`config.mk`:
```
export PLATFORM = sky130hd
export DESIGN_NAME = dual_chan_ctl_bank
export DESIGN_NICKNAME = d
export VERILOG_FILES = /design/src/rtl/dwg_pkg.sv /design/src/rtl/dwg_guard.sv /design/src/rtl/dwg_chan.sv /design/src/rtl/dual_chan_ctl_bank.sv
export SDC_FILE = /design/constraint.sdc
export NUM_CORES = 1
export LEC_CHECK = 0
export ABC_CLOCK_PERIOD_IN_PS = 4650
export BUFFER_PORTS_ARGS = -buffer_cell sky130_fd_sc_hd__buf_4
export CORE_ASPECT_RATIO = 0.5
export CORE_MARGIN = 2
export CORE_UTILIZATION = 53
export CTS_CLUSTER_SIZE = 25
export DETAILED_ROUTE_END_ITERATION = 12
export PLACE_DENSITY = 0.93
export RECOVER_POWER = 100
export SLEW_MARGIN = 20
export SYNTH_ARGS = -nofsm -noshare
export SYNTH_HDL_FRONTEND = slang
export SYNTH_SLANG_ARGS = --single-unit
```
`constraint.sdc`:
```
create_clock -name clk -period 4.65 [get_ports clk]
set_input_delay 1.395 -clock clk [delete_from_list [all_inputs] [get_ports clk]]
set_output_delay 1.395 -clock clk [all_outputs]
set_load 0.01 [all_outputs]
```
`src/rtl/dwg_pkg.sv`:
```
package dwg_pkg;
   localparam int NCH     = 2;
   localparam int REG_W   = 8;
   localparam int CH_BIT  = 5;
   localparam logic [4:0] OFS_CTL1 = 5'h00;
   localparam logic [4:0] OFS_CTL2 = 5'h01;
   localparam logic [4:0] OFS_STAT = 5'h02;

   typedef struct packed {
      logic tone_off;
      logic phase_ign;
      logic nlp_off;
      logic auto_byp;
      logic nb_off;
      logic hpf_byp;
      logic mute_s;
      logic mute_r;
   } ctl2_t;

   function automatic logic [REG_W-1:0] stat_pack(input logic tone, input logic dtalk,
                                                  input logic nb, input logic auto_byp);
      return {1'b0, tone, dtalk, 3'b000, tone & auto_byp, nb};
   endfunction
endpackage

```
`src/rtl/dwg_guard.sv`:
```
module dwg_guard #(
   parameter int MIN_CYC = 70,
   parameter int MAX_CYC = 4000,
   parameter int DW      = 8
) (
   input  logic          clk,
   input  logic          rst_n,
   input  logic          wr_i,
   input  logic          hit_i,
   input  logic          sel_i,
   input  logic [DW-1:0] wdata_i,
   output logic          commit_o,
   output logic          csel_o,
   output logic [DW-1:0] cdata_o
);
   localparam int CW = $clog2(MAX_CYC + 1);

   if (MIN_CYC < 1)       begin : g_chk_min $error("MIN_CYC must be at least 1"); end
   if (MAX_CYC < MIN_CYC) begin : g_chk_max $error("MAX_CYC must not be below MIN_CYC"); end

   logic          pend_q;
   logic          psel_q;
   logic [DW-1:0] pdata_q;
   logic [CW-1:0] cnt_q;
   logic          match;

   assign match    = pend_q && (psel_q == sel_i) && (pdata_q == wdata_i)
                     && (cnt_q >= CW'(MIN_CYC));
   assign commit_o = wr_i && hit_i && match;
   assign csel_o   = sel_i;
   assign cdata_o  = wdata_i;

   always_ff @(posedge clk or negedge rst_n) begin
      if (!rst_n) begin
         pend_q  <= 1'b0;
         psel_q  <= 1'b0;
         pdata_q <= '0;
         cnt_q   <= '0;
      end else if (wr_i) begin
         if (hit_i && !match) begin
            pend_q  <= 1'b1;
            psel_q  <= sel_i;
            pdata_q <= wdata_i;
            cnt_q   <= CW'(1);
         end else begin
            pend_q  <= 1'b0;
         end
      end else if (pend_q) begin
         if (cnt_q == CW'(MAX_CYC)) pend_q <= 1'b0;
         else                       cnt_q  <= cnt_q + 1'b1;
      end
   end

   assert_pending_window_R2: assert property (@(posedge clk) disable iff (!rst_n)
      pend_q |-> (cnt_q >= CW'(1)) && (cnt_q <= CW'(MAX_CYC)));

   assert_expire_R4: assert property (@(posedge clk) disable iff (!rst_n)
      (pend_q && !wr_i && cnt_q == CW'(MAX_CYC)) |=> !pend_q);
endmodule

```
`src/rtl/dwg_chan.sv`:
```
module dwg_chan
   import dwg_pkg::*;
#(
   parameter bit   GUARDED = 1'b0,
   parameter int   MIN_CYC = 70,
   parameter int   MAX_CYC = 4000,
   parameter int   PCM_W   = 8,
   parameter logic [PCM_W-1:0] QUIET = '1
) (
   input  logic             clk,
   input  logic             rst_n,
   input  logic             wr_i,
   input  logic             chan_sel_i,
   input  logic [4:0]       ofs_i,
   input  logic [REG_W-1:0] wdata_i,
   input  logic             tone_i,
   input  logic             dtalk_i,
   input  logic             nb_i,
   input  logic [PCM_W-1:0] sout_i,
   input  logic [PCM_W-1:0] rout_i,
   output logic [PCM_W-1:0] sout_o,
   output logic [PCM_W-1:0] rout_o,
   output logic [REG_W-1:0] ctl1_o,
   output ctl2_t            ctl2_o,
   output logic [REG_W-1:0] rd_o,
   output logic             byp_req_o
);
   logic             hit, sel;
   logic             commit, csel;
   logic [REG_W-1:0] cdata;
   logic [REG_W-1:0] ctl1_q;
   ctl2_t            ctl2_q;

   assign hit = chan_sel_i && ((ofs_i == OFS_CTL1) || (ofs_i == OFS_CTL2));
   assign sel = (ofs_i == OFS_CTL2);

   if (GUARDED) begin : g_guard
      dwg_guard #(.MIN_CYC(MIN_CYC), .MAX_CYC(MAX_CYC), .DW(REG_W)) guard_i (
         .clk(clk), .rst_n(rst_n), .wr_i(wr_i), .hit_i(hit), .sel_i(sel),
         .wdata_i(wdata_i), .commit_o(commit), .csel_o(csel), .cdata_o(cdata));
   end else begin : g_direct
      assign commit = wr_i && hit;
      assign csel   = sel;
      assign cdata  = wdata_i;
   end

   always_ff @(posedge clk or negedge rst_n) begin
      if (!rst_n) begin
         ctl1_q <= '0;
         ctl2_q <= '0;
      end else if (commit) begin
         if (csel) ctl2_q <= ctl2_t'(cdata);
         else      ctl1_q <= cdata;
      end
   end

   always_comb begin
      unique case (ofs_i)
         OFS_CTL1: rd_o = ctl1_q;
         OFS_CTL2: rd_o = ctl2_q;
         OFS_STAT: rd_o = stat_pack(tone_i, dtalk_i, nb_i, ctl2_q.auto_byp);
         default:  rd_o = '0;
      endcase
   end

   assign ctl1_o    = ctl1_q;
   assign ctl2_o    = ctl2_q;
   assign byp_req_o = ctl2_q.auto_byp && tone_i;
   assign sout_o    = ctl2_q.mute_s ? QUIET : sout_i;
   assign rout_o    = ctl2_q.mute_r ? QUIET : rout_i;

   assert_ctl_hold_R2: assert property (@(posedge clk) disable iff (!rst_n)
      !commit |=> $stable(ctl2_q) && $stable(ctl1_q));

   assert_commit_addr_R6: assert property (@(posedge clk) disable iff (!rst_n)
      commit |-> wr_i && chan_sel_i);
endmodule

```
`src/rtl/dual_chan_ctl_bank.sv`:
```
module dual_chan_ctl_bank
   import dwg_pkg::*;
#(
   parameter int   ADDR_W     = 6,
   parameter int   PCM_W      = 8,
   parameter int   MIN_CYC    = 70,
   parameter int   MAX_CYC    = 4000,
   parameter logic [1:0] GUARD_MASK = 2'b10,
   parameter logic [PCM_W-1:0] QUIET = '1
) (
   input  logic                       clk,
   input  logic                       rst_n,
   input  logic [ADDR_W-1:0]          addr,
   input  logic [7:0]                 wdata,
   input  logic                       wr_en,
   input  logic                       rd_en,
   output logic [7:0]                 rdata,
   input  logic [1:0]                 tone_det_i,
   input  logic [1:0]                 dtalk_i,
   input  logic [1:0]                 nb_det_i,
   input  logic [1:0][PCM_W-1:0]      sout_i,
   input  logic [1:0][PCM_W-1:0]      rout_i,
   output logic [1:0][PCM_W-1:0]      sout_o,
   output logic [1:0][PCM_W-1:0]      rout_o,
   output logic [1:0][7:0]            ctl1_o,
   output logic [1:0]                 tone_off_o,
   output logic [1:0]                 phase_ign_o,
   output logic [1:0]                 nlp_off_o,
   output logic [1:0]                 auto_byp_o,
   output logic [1:0]                 nb_off_o,
   output logic [1:0]                 hpf_byp_o,
   output logic [1:0]                 mute_s_o,
   output logic [1:0]                 mute_r_o,
   output logic                       tone_pwrdn_o,
   output logic [1:0]                 bypass_req_o
);
   if (ADDR_W < CH_BIT + 1) begin : g_chk_aw $error("ADDR_W too narrow for the channel bit"); end
   if (PCM_W < 1)           begin : g_chk_pw $error("PCM_W must be positive"); end

   logic                 hi_ok;
   logic [4:0]           ofs;
   ctl2_t [NCH-1:0]      ctl2_w;
   logic [NCH-1:0][7:0]  rd_w;

   assign hi_ok = ((addr >> (CH_BIT + 1)) == '0);
   assign ofs   = addr[4:0];

   for (genvar c = 0; c < NCH; c++) begin : g_ch
      dwg_chan #(
         .GUARDED(GUARD_MASK[c]), .MIN_CYC(MIN_CYC), .MAX_CYC(MAX_CYC),
         .PCM_W(PCM_W), .QUIET(QUIET)
      ) chan_i (
         .clk(clk), .rst_n(rst_n), .wr_i(wr_en),
         .chan_sel_i(hi_ok && (addr[CH_BIT] == 1'(c))),
         .ofs_i(ofs), .wdata_i(wdata),
         .tone_i(tone_det_i[c]), .dtalk_i(dtalk_i[c]), .nb_i(nb_det_i[c]),
         .sout_i(sout_i[c]), .rout_i(rout_i[c]),
         .sout_o(sout_o[c]), .rout_o(rout_o[c]),
         .ctl1_o(ctl1_o[c]), .ctl2_o(ctl2_w[c]), .rd_o(rd_w[c]),
         .byp_req_o(bypass_req_o[c]));

      assign tone_off_o[c]  = ctl2_w[c].tone_off;
      assign phase_ign_o[c] = ctl2_w[c].phase_ign;
      assign nlp_off_o[c]   = ctl2_w[c].nlp_off;
      assign auto_byp_o[c]  = ctl2_w[c].auto_byp;
      assign nb_off_o[c]    = ctl2_w[c].nb_off;
      assign hpf_byp_o[c]   = ctl2_w[c].hpf_byp;
      assign mute_s_o[c]    = ctl2_w[c].mute_s;
      assign mute_r_o[c]    = ctl2_w[c].mute_r;

      assert_mute_quiet_R12: assert property (@(posedge clk) disable iff (!rst_n)
         (mute_s_o[c] |-> sout_o[c] == QUIET) and (mute_r_o[c] |-> rout_o[c] == QUIET));
   end

   assign tone_pwrdn_o = &tone_off_o;

   always_ff @(posedge clk or negedge rst_n) begin
      if (!rst_n)     rdata <= '0;
      else if (rd_en) rdata <= hi_ok ? rd_w[addr[CH_BIT]] : '0;
   end

   assert_rsvd_zero_R8: assert property (@(posedge clk) disable iff (!rst_n)
      (rd_en && ofs == OFS_STAT) |=> (rdata & 8'h9C) == 8'h00);

   assert_read_quiet_R9: assert property (@(posedge clk) disable iff (!rst_n)
      (rd_en && !wr_en) |=> $stable(ctl1_o) && $stable(ctl2_w));

   assert_pwrdn_R10: assert property (@(posedge clk) disable iff (!rst_n)
      tone_pwrdn_o |-> (tone_off_o == 2'b11));
endmodule

```
==> summary.md <==
| Metric | Value |
|---|---|
| Outcome | `complete, but fails checks` |
| Failing checks | `max-capacitance violations, max-slew violations` |
| Slowest-stage cell, CP | `clkbuf_1` |
| Syn nets | `364` |
| HP Class | `reg -> reg` |
| Critical Path, Cell by Cell | `clkbuf_1, nor4_1, clkbuf_1, and3_1, nand4b_1, mux2_2` |
| Leakage power | `2.04 nW` |
| Crit-path most repeated cell | `clkbuf_1` |
| Die W | `118 microns` |
| Slew Limit Fails | `63` |
| CP Max Fanout | `15` |
| Worst-case clock buffer depth | `2` |
| Postcts setup bufs | `0` |
| Share of cells above drive strength 1 | `0.358` |
| Reg2reg setup slack | `2.23 ns` |
| R2R depth | `7` |
| Most area-consuming cells after synthesis | `dfrtp_1 (45%), mux2_2 (14%), or2_2 (6.0%), mux4_2 (2.6%), nand2_1 (2.3%)` |
| Area grow syn2layout | `28.5%` |
| Cts repair resizes | `0` |
| Yosys warning count | `0` |
| Syn Inst Count | `305` |
| Max incr delay on CP | `0.61 ns` |
| CP delay by family, top | `simple AND/OR/NAND/NOR gates` |
| Most frequent cells in the layout | `clkbuf_1 (77), dfrtp_1 (62), buf_4 (55)` |
| Post-synthesis sequential area ratio | `0.454` |
| Iteration-0 DRC Markers | `227` |
| Final net count | `493` |
| Core area | `6160 sq um` |
| Pre-antenna DRT Iters | `5` |
| R2R Path End | `g_ch[1].chan_i.g_guard.guard_i.pdata_q[4]` |
| Final core utilization | `0.713` |
| Post-Synthesis Cell Area | `3420 sq um` |
| RSZ-0062 raised after global routing | `no` |
| Via count | `3053` |
| Clock Skew | `0.00383 ns` |
| DP HPWL | `6960 microns` |
| Top Ports | `131` |
| PortBufs | `130` |
| WS Path Type | `in -> reg` |
| Routed wire length | `10200 microns` |
| Max IR drop VDD | `0.000314 V` |
| Max_slew headroom | `-0.0205` |
| Clock root cell | `clkbuf_16` |
| Tmin final | `3.71 ns` |
| DRC | `0` |
| Site Rows | `20` |
| Clock sinks | `62` |
| Commonest non-fill, non-tap cell in the layout | `clkbuf_1` |
| Worst path required time | `4.85 ns` |
| Slew at the pin with the worst max-slew slack | `1.53 ns` |
| Startpoint Class | `input pin` |
| Worst r2r src | `g_ch[1].chan_i.g_guard.guard_i.cnt_q[0]` |
| Post-synth top area share | `0.454` |
| Grt ovf | `0` |
| Clock transition at path regs | `0.05 ns` |
| Syn Area/Cell | `11.2 sq um` |
| Hold Crit Depth | `1` |
| Final setup vio count | `0` |
| First-pass GRT wire length | `15600 microns` |
| Via density per instance | `5.80` |
| Initial Util | `0.555` |
| GPL Wtd Cong | `0.860` |
| CP bufs+invs | `2` |
| Post-synth ARST share | `1.00` |
| PD cells | `362 nW/um^2` |
| Hold_ws | `0.510 ns` |
| Synthesized flop and latch total | `62` |
| Design area | `4390 sq um` |
| Count of different cell masters after synthesis | `53` |
| CP Capture Type | `register` |
| Num CTS Buffers | `9` |
| # hold bufs at CTS | `0` |
| DP Area | `4420 sq um` |
| MaxCap Viol Count | `1` |
| EDFF count, synth | `0` |
| N_diodes | `0` |
| Vert. Die Dim | `60.8 microns` |
| Setup TNS | `0 ns` |
| GRT Total Usage | `0.287` |
| Post-route setup slack | `0.937 ns` |
| Clk_lat worst skew | `0.32 ns` |
| Synth area leader | `dfrtp_1` |
| Min-Delay Endpoint | `g_ch[1].chan_i.g_guard.guard_i.pdata_q[5]` |
| Crit share post-route | `0.798` |
| Vias in the first global route | `2936` |
| Largest net degree at the start of global routing | `63` |
| Fmax | `269 MHz` |
| Pre-CTS WS | `1.20 ns` |
| Worst Hold Launch | `g_ch[1].chan_i.g_guard.guard_i.pdata_q[5]` |
| Fin. Hold Viols | `0` |
| CP arrival | `3.91 ns` |
| Die area | `7140 sq um` |
| Initial antenna violation count | `0` |
| Routed wire per std cell | `19.3 microns` |
| H-Tree Depth | `3` |
| Antenna-violating nets left | `0` |
| TritonCTS clock tree | `built` |
| Main synth FF type | `dfrtp_1` |
==> cell type report <==
| cell class | instances | area [sq um] |
|---|---|---|
| clock buffers | 11 | 243 |
| clock inverters | 4 | 47.5 |
| fillers | 476 | 1760 |
| inverters | 18 | 67.6 |
| multi-input cells | 211 | 1670 |
| flip-flops and latches | 62 | 1550 |
| well taps | 88 | 110 |
| repair buffers | 132 | 703 |
==> flip-flops by register name (all words and copies together) (netlist names) <==
register / count
g_ch.chan_i.g_guard.guard_i.psel_q: 1
g_ch.chan_i.g_guard.guard_i.cnt_q: 12
g_ch.chan_i.ctl2_o: 16
rdata: 8
g_ch.chan_i.g_guard.guard_i.pdata_q: 8
g_ch.chan_i.g_guard.guard_i.pend_q: 1
g_ch.chan_i.ctl1_o: 16
==> metal layers <==
| layer | up-vias | wire (microns) | track usage |
|---|---|---|---|
| li1 | 1369 | - | - |
| met1 | 1501 | 4170 | 0.343 |
| met2 | 159 | 5100 | 0.525 |
| met3 | 24 | 685 | 0.0724 |
| met4 | 0 | 206 | 0.112 |
| met5 | - | 0 | 0 |
==> synth_stat cells, types with 2 or more instances <==
cell type / number
a31o_2: 3
a21o_1: 2
clkbuf_1: 6
o21ai_0: 6
nand2_1: 21
mux4_2: 4
dfrtp_1: 62
inv_1: 18
buf_4: 3
and2_1: 3
clkbuf_8: 2
mux2_2: 41
ha_1: 3
or2_2: 33
mux2_4: 3
o22ai_1: 6
nor2_1: 4
a21oi_1: 6
nand4_1: 3
o32ai_1: 7
nand3_1: 8
a221oi_1: 6
a31oi_1: 6
buf_2: 2
nor3_1: 10
xnor2_1: 9
and3_1: 2
==> worst max path at each step <==
stage | start | end | slack (ns) | cells after the start
finish | addr[1] | g_ch[1].chan_i.ctl1_o[2] | 0.94 | 6
global route | addr[1] | g_ch[1].chan_i.ctl1_o[2] | 0.84 | 6
CTS | sout_i[6] | sout_o[6] | 1.32 | 3
detailed placement | addr[1] | g_ch[1].chan_i.ctl2_o[6] | 1.20 | 6
global placement | addr[1] | g_ch[1].chan_i.ctl2_o[4] | 1.27 | 6
floorplan | sout_i[6] | sout_o[6] | 1.55 | 1
==> cell families after synthesis <==
logic type / share of synthesized area
multiplexers: 0.178
AO/OA/AOI/OAI: 0.116
adder cells (fa/ha/maj): 0.0110
XOR/XNOR: 0.0256
flip-flops: 0.454
buffers and inverters: 0.0472
AND/OR/NAND/NOR: 0.168
==> power by group <==
part           internal [mW]  switching, mW  leakage, nW
Clock                  0.424          0.223        0.141
Sequential             0.588         0.0500        0.817
Combinational          0.146          0.158         1.08
Total                   1.16          0.431         2.04
==> per-stage QoR <==
| stage | cells | power [mW] |
|---|---|---|
| 2_1_floorplan | 305 | 0.823 |
| 3_3_place_gp | 511 | 0.966 |
| 3_5_place_dp | 511 | 0.979 |
| 4_1_cts | 526 | 1.63 |
| 5_1_grt | 526 | 1.65 |
| 6_report | 526 | 1.59 |
Power figures use the tool's default switching activity.
